[src/rtl/cof_trace_pkg.sv]
package cof_trace_pkg;
  // modular increment for a ring of arbitrary (even) length
  function automatic int unsigned ring_add(input int unsigned p, input int unsigned inc,
                                           input int unsigned depth);
    int unsigned s;
    s = p + inc;
    if (s >= depth) s = s - depth;
    return s;
  endfunction
endpackage

[src/rtl/cof_trace_bank.sv]
// One parity half of the ring: single write port, registered read port.
module cof_trace_bank #(
  parameter int ROWS    = 6,
  parameter int ROW_W   = 3,
  parameter int ENTRY_W = 17
) (
  input  logic               clk,
  input  logic               rst,
  input  logic               we,
  input  logic [ROW_W-1:0]   waddr,
  input  logic [ENTRY_W-1:0] wdata,
  input  logic               re,
  input  logic [ROW_W-1:0]   raddr,
  output logic [ENTRY_W-1:0] rdata
);
  logic [ENTRY_W-1:0] mem [ROWS];

  always_ff @(posedge clk) begin
    if (rst) begin
      for (int i = 0; i < ROWS; i++) mem[i] <= '0;
    end else if (we) begin
      mem[waddr] <= wdata;
    end
  end

  always_ff @(posedge clk) begin
    if (rst) rdata <= '0;
    else if (re) rdata <= mem[raddr];
  end
endmodule

[src/rtl/cof_trace_ctrl.sv]
// Capture decode, write/read pointer management and debug freeze.
module cof_trace_ctrl #(
  parameter int ADDR_W  = 16,
  parameter int DEPTH   = 12,
  parameter int PTR_W   = 4,
  parameter int ROW_W   = 3,
  parameter int ENTRY_W = 17
) (
  input  logic                       clk,
  input  logic                       rst,
  input  logic                       retire_vld,
  input  logic [ADDR_W-1:0]          retire_pc,
  input  logic                       retire_cof,
  input  logic                       retire_cond,
  input  logic                       retire_taken,
  input  logic [ADDR_W-1:0]          retire_tgt,
  input  logic                       debug_mode,
  input  logic                       acc_req,
  output logic [1:0]                 lane_we,
  output logic [1:0][ROW_W-1:0]      lane_row,
  output logic [1:0][ENTRY_W-1:0]    lane_data,
  output logic [PTR_W-1:0]           wr_ptr,
  output logic [PTR_W-1:0]           rd_ptr,
  output logic                       dbg_q,
  output logic                       rd_fire
);
  import cof_trace_pkg::*;

  logic [ADDR_W-1:0]  last_pc;
  logic               capture, dbg_entry, taken;
  logic [PTR_W-1:0]   slot_a, slot_b, wr_next, rd_next;
  logic               we_a, we_b;
  logic [ENTRY_W-1:0] data_a, data_b;
  logic [1:0]         step;

  assign capture   = retire_vld && !debug_mode;
  assign dbg_entry = debug_mode && !dbg_q;
  assign taken     = !retire_cond || retire_taken;
  assign rd_fire   = acc_req && debug_mode && dbg_q;

  assign slot_a  = wr_ptr;
  assign slot_b  = PTR_W'(ring_add(32'(wr_ptr), 1, DEPTH));
  assign wr_next = PTR_W'(ring_add(32'(wr_ptr), 32'(step), DEPTH));
  assign rd_next = PTR_W'(ring_add(32'(rd_ptr), 1, DEPTH));

  // what to write this cycle, in slot order
  always_comb begin
    we_a   = 1'b0;
    we_b   = 1'b0;
    data_a = '0;
    data_b = '0;
    step   = 2'd0;
    if (dbg_entry) begin
      we_a   = 1'b1;
      data_a = {1'b0, last_pc};
      step   = 2'd1;
    end else if (capture && retire_cof) begin
      we_a = 1'b1;
      if (taken) begin
        data_a = {1'b0, retire_pc};
        we_b   = 1'b1;
        data_b = {1'b0, retire_tgt};
        step   = 2'd2;
      end else begin
        data_a = {1'b1, retire_pc};
        step   = 2'd1;
      end
    end
  end

  // consecutive slots always fall in opposite parity banks
  always_comb begin
    lane_we   = '0;
    lane_row  = '0;
    lane_data = '0;
    if (we_a) begin
      lane_we[slot_a[0]]   = 1'b1;
      lane_row[slot_a[0]]  = slot_a[PTR_W-1:1];
      lane_data[slot_a[0]] = data_a;
    end
    if (we_b) begin
      lane_we[slot_b[0]]   = 1'b1;
      lane_row[slot_b[0]]  = slot_b[PTR_W-1:1];
      lane_data[slot_b[0]] = data_b;
    end
  end

  always_ff @(posedge clk) begin
    if (rst) begin
      wr_ptr  <= '0;
      rd_ptr  <= '0;
      dbg_q   <= 1'b0;
      last_pc <= '0;
    end else begin
      dbg_q  <= debug_mode;
      wr_ptr <= wr_next;
      if (capture) last_pc <= retire_pc;
      if (dbg_entry) rd_ptr <= wr_next;
      else if (rd_fire) rd_ptr <= rd_next;
    end
  end
endmodule

[src/rtl/cof_trace_shifter.sv]
// Serial output: marker bit first, then address LSB first.
module cof_trace_shifter #(
  parameter int ADDR_W = 16
) (
  input  logic            clk,
  input  logic            rst,
  input  logic            load,
  input  logic [ADDR_W:0] din,
  input  logic            shift,
  output logic            sout
);
  logic [ADDR_W:0] sh;

  always_ff @(posedge clk) begin
    if (rst) sh <= '0;
    else if (load) sh <= {din[ADDR_W-1:0], din[ADDR_W]};
    else if (shift) sh <= {1'b0, sh[ADDR_W:1]};
  end

  assign sout = sh[0];
endmodule

[src/rtl/cof_trace_buffer.sv]
module cof_trace_buffer #(
  parameter int ADDR_W = 16,
  parameter int DEPTH  = 12
) (
  input  logic              clk,
  input  logic              rst,
  input  logic              retire_vld,
  input  logic [ADDR_W-1:0] retire_pc,
  input  logic              retire_cof,
  input  logic              retire_cond,
  input  logic              retire_taken,
  input  logic [ADDR_W-1:0] retire_tgt,
  input  logic              debug_mode,
  input  logic              rd_req,
  input  logic              ser_load,
  input  logic              ser_shift,
  output logic              rd_vld,
  output logic [ADDR_W:0]   rd_data,
  output logic              ser_out
);
  localparam int PTR_W   = $clog2(DEPTH);
  localparam int ROWS    = DEPTH / 2;
  localparam int ROW_W   = PTR_W - 1;
  localparam int ENTRY_W = ADDR_W + 1;

  logic [1:0]                 lane_we;
  logic [1:0][ROW_W-1:0]      lane_row;
  logic [1:0][ENTRY_W-1:0]    lane_data;
  logic [1:0][ENTRY_W-1:0]    bank_q;
  logic [PTR_W-1:0]           wr_ptr, rd_ptr;
  logic                       dbg_q, rd_fire, sel_q;

  cof_trace_ctrl #(
    .ADDR_W(ADDR_W), .DEPTH(DEPTH), .PTR_W(PTR_W), .ROW_W(ROW_W), .ENTRY_W(ENTRY_W)
  ) ctrl_i (
    .clk(clk), .rst(rst),
    .retire_vld(retire_vld), .retire_pc(retire_pc), .retire_cof(retire_cof),
    .retire_cond(retire_cond), .retire_taken(retire_taken), .retire_tgt(retire_tgt),
    .debug_mode(debug_mode), .acc_req(rd_req || ser_load),
    .lane_we(lane_we), .lane_row(lane_row), .lane_data(lane_data),
    .wr_ptr(wr_ptr), .rd_ptr(rd_ptr), .dbg_q(dbg_q), .rd_fire(rd_fire)
  );

  for (genvar b = 0; b < 2; b++) begin : g_bank
    cof_trace_bank #(.ROWS(ROWS), .ROW_W(ROW_W), .ENTRY_W(ENTRY_W)) bank_i (
      .clk(clk), .rst(rst),
      .we(lane_we[b]), .waddr(lane_row[b]), .wdata(lane_data[b]),
      .re(rd_fire), .raddr(rd_ptr[PTR_W-1:1]), .rdata(bank_q[b])
    );
  end

  always_ff @(posedge clk) begin
    if (rst) begin
      rd_vld <= 1'b0;
      sel_q  <= 1'b0;
    end else begin
      rd_vld <= rd_fire;
      if (rd_fire) sel_q <= rd_ptr[0];
    end
  end

  assign rd_data = bank_q[sel_q];

  cof_trace_shifter #(.ADDR_W(ADDR_W)) shift_i (
    .clk(clk), .rst(rst), .load(rd_vld), .din(rd_data),
    .shift(ser_shift), .sout(ser_out)
  );
endmodule

[config.mk]
export PLATFORM = sky130hd
export DESIGN_NAME = cof_trace_buffer
export DESIGN_NICKNAME = d
export VERILOG_FILES = /design/src/rtl/cof_trace_pkg.sv /design/src/rtl/cof_trace_bank.sv /design/src/rtl/cof_trace_ctrl.sv /design/src/rtl/cof_trace_shifter.sv /design/src/rtl/cof_trace_buffer.sv
export SDC_FILE = /design/constraint.sdc
export NUM_CORES = 1
export LEC_CHECK = 0
export BUFFER_PORTS_ARGS = -buffer_cell sky130_fd_sc_hd__buf_4
export CAP_MARGIN = 10
export CORE_UTILIZATION = 25
export DETAILED_ROUTE_END_ITERATION = 8
export PLACE_DENSITY_LB_ADDON = 0.2
export SYNTH_ARGS = -nofsm -noshare
export SYNTH_HDL_FRONTEND = slang
export SYNTH_HIERARCHICAL = 1
export SYNTH_SLANG_ARGS = --single-unit
[constraint.sdc]
create_clock -name clk -period 6.9 [get_ports clk]
set_clock_uncertainty 0.2 [all_clocks]
set_input_delay 0.345 -clock clk [delete_from_list [all_inputs] [get_ports clk]]
set_output_delay 0.345 -clock clk [all_outputs]
set_load 0.1 [all_outputs]
==> results of run 1 <==
worst max-delay path, delay by kind of cell, from the launching register on:
| family | cells | cell delay [ns] |
|---|---|---|
| AO/OA/AOI/OAI | 3 | 0.52 |
| XOR/XNOR | 1 | 0.18 |
| adder cells (fa/ha/maj) | 1 | 0.24 |
| buffers and inverters | 1 | 0.11 |
| flip-flops | 1 | 0.68 |
| AND/OR/NAND/NOR | 5 | 2.19 |
logic make-up (layout without fill, tap and decap cells):
family / Yosys count / count (layout) / synth area share (%)
AOI/OAI and AO/OA: 208 / 208 / 10.2
DFF: 350 / 350 / 59.8
and+or+nand+nor: 437 / 437 / 12.1
adders and majority gates: 7 / 7 / 0.538
buffers and inverters: 130 / 206 / 4.66
muxes: 188 / 188 / 12.4
xor gates and xnor gates: 7 / 7 / 0.377
state kept, by name, summed over array words and instances (netlist names):
register / flops
g_bank.bank_i/mem: 272
g_bank.bank_i/rdata: 34
shift_i/sh: 17
ctrl_i/last_pc: 16
ctrl_i/rd_ptr: 4
ctrl_i/wr_ptr: 4
ctrl_i/dbg_q: 1
rd_vld: 1
sel_q: 1
per-stage QoR:
stage	cell area [sq um]	utilization, %
after floorplan	16300	-
after global placement	17300	26.9
after detailed placement	17300	26.9
after CTS	18900	29.3
after global routing	18900	29.3
final	18900	29.3
worst max-delay path by stage:
stage | from | cells past startpoint | endpoint | slack, ns
after floorplan | ctrl_i/wr_ptr[0] | 11 | g_bank[0].bank_i/mem[6][0] | 3.01
after global placement | ctrl_i/wr_ptr[0] | 11 | g_bank[0].bank_i/mem[3][15] | 2.51
after detailed placement | ctrl_i/wr_ptr[0] | 11 | g_bank[0].bank_i/mem[3][0] | 2.40
after CTS | ctrl_i/wr_ptr[0] | 11 | g_bank[0].bank_i/mem[3][15] | 2.38
after global routing | ctrl_i/wr_ptr[2] | 11 | g_bank[0].bank_i/mem[3][10] | 2.04
final | ctrl_i/wr_ptr[0] | 11 | g_bank[0].bank_i/mem[3][10] | 2.36
power groups by stage:
stage | Clock, mW | Sequential (mW) | Combinational, mW
6_report | 2.23 | 2.39 | 0.443
5_1_grt | 2.39 | 2.40 | 0.473
4_1_cts | 2.30 | 2.39 | 0.446
3_5_place_dp | 0 | 2.43 | 0.436
3_3_place_gp | 0 | 2.43 | 0.436
2_1_floorplan | 0 | 2.40 | 0.334
cell type report:
cell class,instances,area share [%]
flip-flops and latches,350,51.6
well taps,855,5.67
clock inverters,17,1.01
multi-input cells,847,30.8
inverters,38,0.756
clock buffers,59,6.30
repair buffers,92,3.89
cells in the final DEF (no fill, tap or decap), types with 13 or more instances in the layout:
cell type / count
buf_4: 75
dlygate4sd3_1: 17
nand2b_1: 16
nor2_1: 192
clkbuf_16: 45
a221o_1: 24
a21oi_1: 27
inv_1: 37
edfxtp_1: 272
a211oi_2: 27
o22ai_1: 29
a211oi_1: 25
nor2b_1: 27
and2_1: 37
o21ai_0: 21
clkbuf_1: 13
mux2i_1: 103
nand3_1: 25
a22oi_1: 27
mux2_2: 76
dfxtp_1: 76
nand2_1: 112
metal layers:
layer	wire [microns]	track usage, %
met5	0	0
met4	865	3.55
met3	2220	2.17
met2	19200	19.4
met1	24700	22.1
what timing repair did:
action,in CTS,in global routing
endpoints found under the hold margin,18,0
hold buffers,17,0
resized for setup,0,0
==> results by group, run 1 <==
Timing
  • Pins over their slew limit: 0
  • Final cycle utilization of the critical path: 65.7%
  • Worst slew margin: 29.6%
  • RSZ-0062 raised after global routing: no
  • Worst hold margin: 0.0919 ns
  • Fmax: 221 MHz
  • Final setup viols: 0
  • Minimum clock period: 4.54 ns
  • Hold Vio Cnt, Final: 0
  • Setup ws final: 2.36 ns
  • Post-Route Setup TNS: 0 ns
  • Worst Tran Pin Value: 1.06 ns

Cells and area
  • Final cell count without fillers: 2258
  • Layout cells sized above 1: 18.7%
  • Diode count: 0
  • Area occupied by registers: 9730 sq um
  • Nets: 1421
  • Syn-to-layout area delta: 15.8%
  • Area of the multi-input gates: 5800 sq um
  • Filler cells: 6660

Clocking
  • Post-CTS Setup Inserts: 0
  • Clock tree buffer depth: 3
  • Clk root buf: clkbuf_16
  • Cts bufs inserted: 43
  • Clk_lat worst skew: 0.56 ns
  • CTS H-Tree Depth: 2
  • Clk slew on worst S/H paths: 0.06 ns
  • Num Clock Sinks: 350
  • CTS tree: done

Route
  • Vias per inst: 4.60
  • Final antenna-violating net count: 0
  • Residual DRC: 0
  • DR WL/cell: 20.8 microns
  • Vias: 10394
  • DR pass1 iterations: 5
  • Final WL: 47.0 mm
  • DR iter-0 viols: 865

GRT
  • Grt ovf: 0
  • Largest net degree at the start of global routing: 71
  • Vias in the first global route: 9982
  • Initial antenna violation count: 2
  • Global-route wire length before repair: 68.3 mm
  • All-Layer GR Usage: 14.0%

Power
  • Sw Share: 24.1%
  • Clk pwr share: 44.1%
  • P_sw: 1.22 mW
  • Design Power: 5.06 mW
  • Worst vdd ir: 0.151 mV
  • Power Dens Cells: 269 nW/um^2
  • Internal power: 3.84 mW
  • Sequential power share: 47.2%
  • Combinational fraction of design power: 8.7%
  • LEAKAGE: 6.70 nW

Synth
  • Synth cell count leaders: 272 x edfxtp_1, 193 x nor2_1, 112 x nand2_1, 103 x mux2i_1, 78 x dfxtp_1
  • Syn Nets: 1376
  • Top-count cell post-synth: edfxtp_1
  • Sequential element share of the synthesized area: 59.8%
  • Syn avg cell area: 12.3 sq um
  • Yosys reg bits: 350
  • Syn Std Cell Area: 16300 sq um
  • Synth Flop Type: edfxtp_1
  • Syn Inst Count: 1327
  • Async SR Flop Fraction: 0%
  • Number of synthesized flops with an enable pin: 272
  • Leading area contributor after synthesis: edfxtp_1
  • Largest cells by area after synthesis: edfxtp_1 50%, dfxtp_1 9.6%, mux2i_1 6.3%
  • Distinct cells, synth: 56
  • Synth Warn #: 6
  • Synth top area share: 50.2%

Placed design
  • Placement Setup Slack: 2.40 ns
  • Port Buffers: 60
  • Placed Cells: 2165
  • Final HPWL DP: 32.5 mm
  • Final GP Congestion: 0.787

Floorplan
  • DIE AREA: 66100 sq um
  • Initial core utilization: 25.3%
  • Die W: 257 microns
  • Io pins: 61
  • Rows: 93
  • CORE AREA: 64300 sq um
  • Die outline height: 257 microns

Worst setup path
  • Cell depth of the worst flop-to-flop path: 11
  • Slowest cell on the critical path: nand2b_1
  • Crit-path max FO: 31
  • CP endpoint kind: register
  • Reg2reg end: g_bank[0].bank_i/mem[3][10]
  • CP required: 6.88 ns
  • R2r setup slk: 2.36 ns
  • Worst r2r src: ctrl_i/wr_ptr[0]
  • Worst path cell trace: nand2_1 -> xnor2_1 -> ha_1 -> nor3_1 -> a21oi_1 -> o22a_1 -> o22ai_1 -> inv_1 -> nor2_1 -> nand3_1 -> nand2b_1
  • Critical Path Source Type: register
  • Kind of critical path: register to register
  • Worst path arrival time: 4.52 ns
  • CP max stage delay: 0.96 ns

Worst hold path
  • Hold Path End: shift_i/sh[3]
  • Hold_sp: ser_shift
  • WHS Path Cells: 3
  • HP Class: primary input to register

Job
  • Maxcap violations: 0

Status
  • Status: completed
(Power assumes the default switching activity.)
==> inputs of run 2 (changes only) <==
clock period = 4.7 ns   (was 6.9 ns; I/O delays follow)
==> run 2 against run 1 <==
- count of clock-buffer cells in the layout is 7 lower
- power grew 43%
- combinational power up 59%
- largest cell class unchanged
- highest routed layer unchanged
==> results by group, run 2 (synthesized netlist as in run 1, its figures left out) <==
Power
  • Sequential power share: 47.8% (+0.6 points)
  • Power Dens Cells: 380 nW/um^2 (+41%)
  • Combinational fraction of design power: 9.7% (+1.0 points)
  • P_sw: 1.79 mW (+46%)
  • LEAKAGE: 6.87 nW (+2.4%)
  • Design Power: 7.26 mW (+43%)
  • Clk pwr share: 42.5% (-1.6 points)
  • Sw Share: 24.6% (+0.50 points)
  • Worst vdd ir: 0.235 mV (+56%)
  • Internal power: 5.47 mW (+42%)

Clocking
  • CTS tree: done
  • Clk_lat worst skew: 0.56 ns (about the same)
  • Clk root buf: clkbuf_16
  • CTS H-Tree Depth: 2 (unchanged)
  • Clk slew on worst S/H paths: 0.06 ns (about the same)
  • Num Clock Sinks: 350 (unchanged)
  • Clock tree buffer depth: 3 (unchanged)
  • Cts bufs inserted: 41 (-4.7%)

Cells and area
  • Most flops, register: g_bank.bank_i/mem
  • Leading cell type in the layout, fill and taps excluded: edfxtp_1
  • Layout cells sized above 1: 19.2% (+0.51 points)
  • Commonest non-fill, non-tap cells in the layout: 272 x edfxtp_1, 191 x nor2_1, 112 x nand2_1, 103 x mux2i_1, 89 x buf_4
  • Biggest regs: g_bank.bank_i/mem (272), g_bank.bank_i/rdata (34), shift_i/sh (17)
  • Nets: 1455 (+2.4%)
  • Diode count: 0 (unchanged)
  • Number of flip-flops in the largest register: 272 (unchanged)
  • Final cell count without fillers: 2294 (+1.6%)
  • Syn-to-layout area delta: 17.5%
  • Filler cells: 6553 (-1.6%)

Timing
  • Hold Vio Cnt, Final: 0 (unchanged)
  • Final setup viols: 0 (unchanged)
  • Setup ws final: 0.934 ns (-1.43 ns)
  • Worst Tran Pin Value: 1.11 ns (+0.0544 ns)
  • RSZ-0062 raised after global routing: no
  • Pins over their slew limit: 0 (unchanged)
  • Minimum clock period: 3.77 ns (-0.769 ns)
  • Worst slew margin: 26.0% (-3.6 points)
  • Final cycle utilization of the critical path: 80.1% (+14 points)
  • Fmax: 266 MHz (+20%)
  • Worst hold margin: 0.0398 ns (-0.0521 ns)
  • Post-Route Setup TNS: 0 ns (unchanged)

Route
  • DR pass1 iterations: 5 (unchanged)
  • DR iter-0 viols: 756 (-13%)
  • Final WL: 44.7 mm (-5.0%)
  • Vias per inst: 4.53 (-1.6%)
  • Vias: 10393 (-0.0096%)
  • Final antenna-violating net count: 0 (unchanged)
  • DR WL/cell: 19.5 microns (-6.5%)
  • Residual DRC: 0 (unchanged)

GRT
  • Initial antenna violation count: 0 (-2)
  • Vias in the first global route: 10496 (+5.1%)
  • Largest net degree at the start of global routing: 137 (+93%)
  • Grt ovf: 0 (unchanged)
  • All-Layer GR Usage: 13.4% (-0.58 points)
  • Global-route wire length before repair: 66.6 mm (-2.4%)

Worst setup path
  • Reg2reg end: g_bank[0].bank_i/mem[3][14]
  • Cell depth of the worst flop-to-flop path: 12 (+1)
  • Crit-path max FO: 18 (-42%)
  • CP endpoint kind: register
  • CP required: 4.69 ns (-2.19 ns)
  • Kind of critical path: register to register
  • R2r setup slk: 0.93 ns (-1.43 ns)
  • Worst path arrival time: 3.75 ns (-0.77 ns)
  • Critical Path Source Type: register
  • Worst r2r src: ctrl_i/wr_ptr[1]

Placed design
  • Final GP Congestion: 0.766 (-2.7%)
  • Placed Cells: 2181 (+0.74%)
  • Port Buffers: 60 (unchanged)
  • Placement Setup Slack: 0.948 ns (-1.45 ns)
  • Final HPWL DP: 30.5 mm (-5.9%)

Worst hold path
  • HP Class: primary input to register
  • WHS Path Cells: 4 (+1)
  • Hold_sp: retire_tgt[8]
  • Hold Path End: g_bank[1].bank_i/mem[4][8]

Floorplan
  • Die W: 257 microns (unchanged)
  • Initial core utilization: 25.3% (unchanged)
  • DIE AREA: 66100 sq um (unchanged)
  • Rows: 93 (unchanged)
  • Io pins: 61 (unchanged)
  • CORE AREA: 64300 sq um (unchanged)
  • Die outline height: 257 microns (unchanged)

Status
  • Status: completed

Job
  • Maxcap violations: 0 (unchanged)
[run 2: how the worst max path moves through the flow]
stage | end | start | slack, ns
detailed placement | g_bank[0].bank_i/mem[3][14] | ctrl_i/wr_ptr[1] | 0.95
global placement | g_bank[0].bank_i/mem[3][13] | ctrl_i/wr_ptr[1] | 1.03
global route | g_bank[0].bank_i/mem[3][6] | ctrl_i/wr_ptr[1] | 0.58
CTS | g_bank[0].bank_i/mem[3][12] | ctrl_i/wr_ptr[1] | 0.94
floorplan | g_bank[0].bank_i/mem[6][0] | ctrl_i/wr_ptr[0] | 0.81
finish | g_bank[0].bank_i/mem[3][14] | ctrl_i/wr_ptr[1] | 0.93
[run 2: cell type report]
class	count	area, sq um	share of cell area [%]
timing repair buffer	128	1080	5.64
multi-input combinational	847	5800	30.3
inverter	38	143	0.746
clock buffer	52	1120	5.86
sequential	350	9730	50.9
clock inverter	24	175	0.916
tap	855	1070	5.59
[run 2: worst max-delay path, stage by stage (launching register included)]
cell and delay (ns):
dfxtp_1 0.63, nand2_1 0.22, xnor2_1 0.17, ha_1 0.23, nor3_1 0.19, a21oi_1 0.06
o22a_1 0.19, o22ai_1 0.27, inv_1 0.11, nor2_1 0.16, nand3_1 0.11, buf_4 0.23
nand2b_1 0.61
[run 2: routing by layer]
metal	track usage, %	vias to the layer above	share of wire [%]
li1	-	5008	-
met1	19.1	5130	48
met2	21.2	208	45
met3	2.07	47	4.4
met4	3.22	0	1.7
met5	0	-	0
[run 2: repair_timing]
item,4_1_cts,5_1_grt
gates resized for setup,0,0
setup buffers,0,0
hold endpoints to repair,40,0
endpoints found under the setup margin,0,0
hold buffers,37,0
[run 2: through the flow]
step | utilization (%) | instance area (sq um)
final | 29.7 | 19100
after floorplan | - | 16300
after detailed placement | 27.1 | 17500
after global routing | 29.7 | 19100
after global placement | 27.1 | 17500
after CTS | 29.7 | 19100
[run 2: power groups by stage]
stage	Clock (mW)	Sequential (mW)	Combinational (mW)
5_1_grt	3.28	3.48	0.752
4_1_cts	3.17	3.48	0.709
3_5_place_dp	0	3.54	0.684
2_1_floorplan	0	3.52	0.490
6_report	3.09	3.47	0.703
3_3_place_gp	0	3.54	0.683
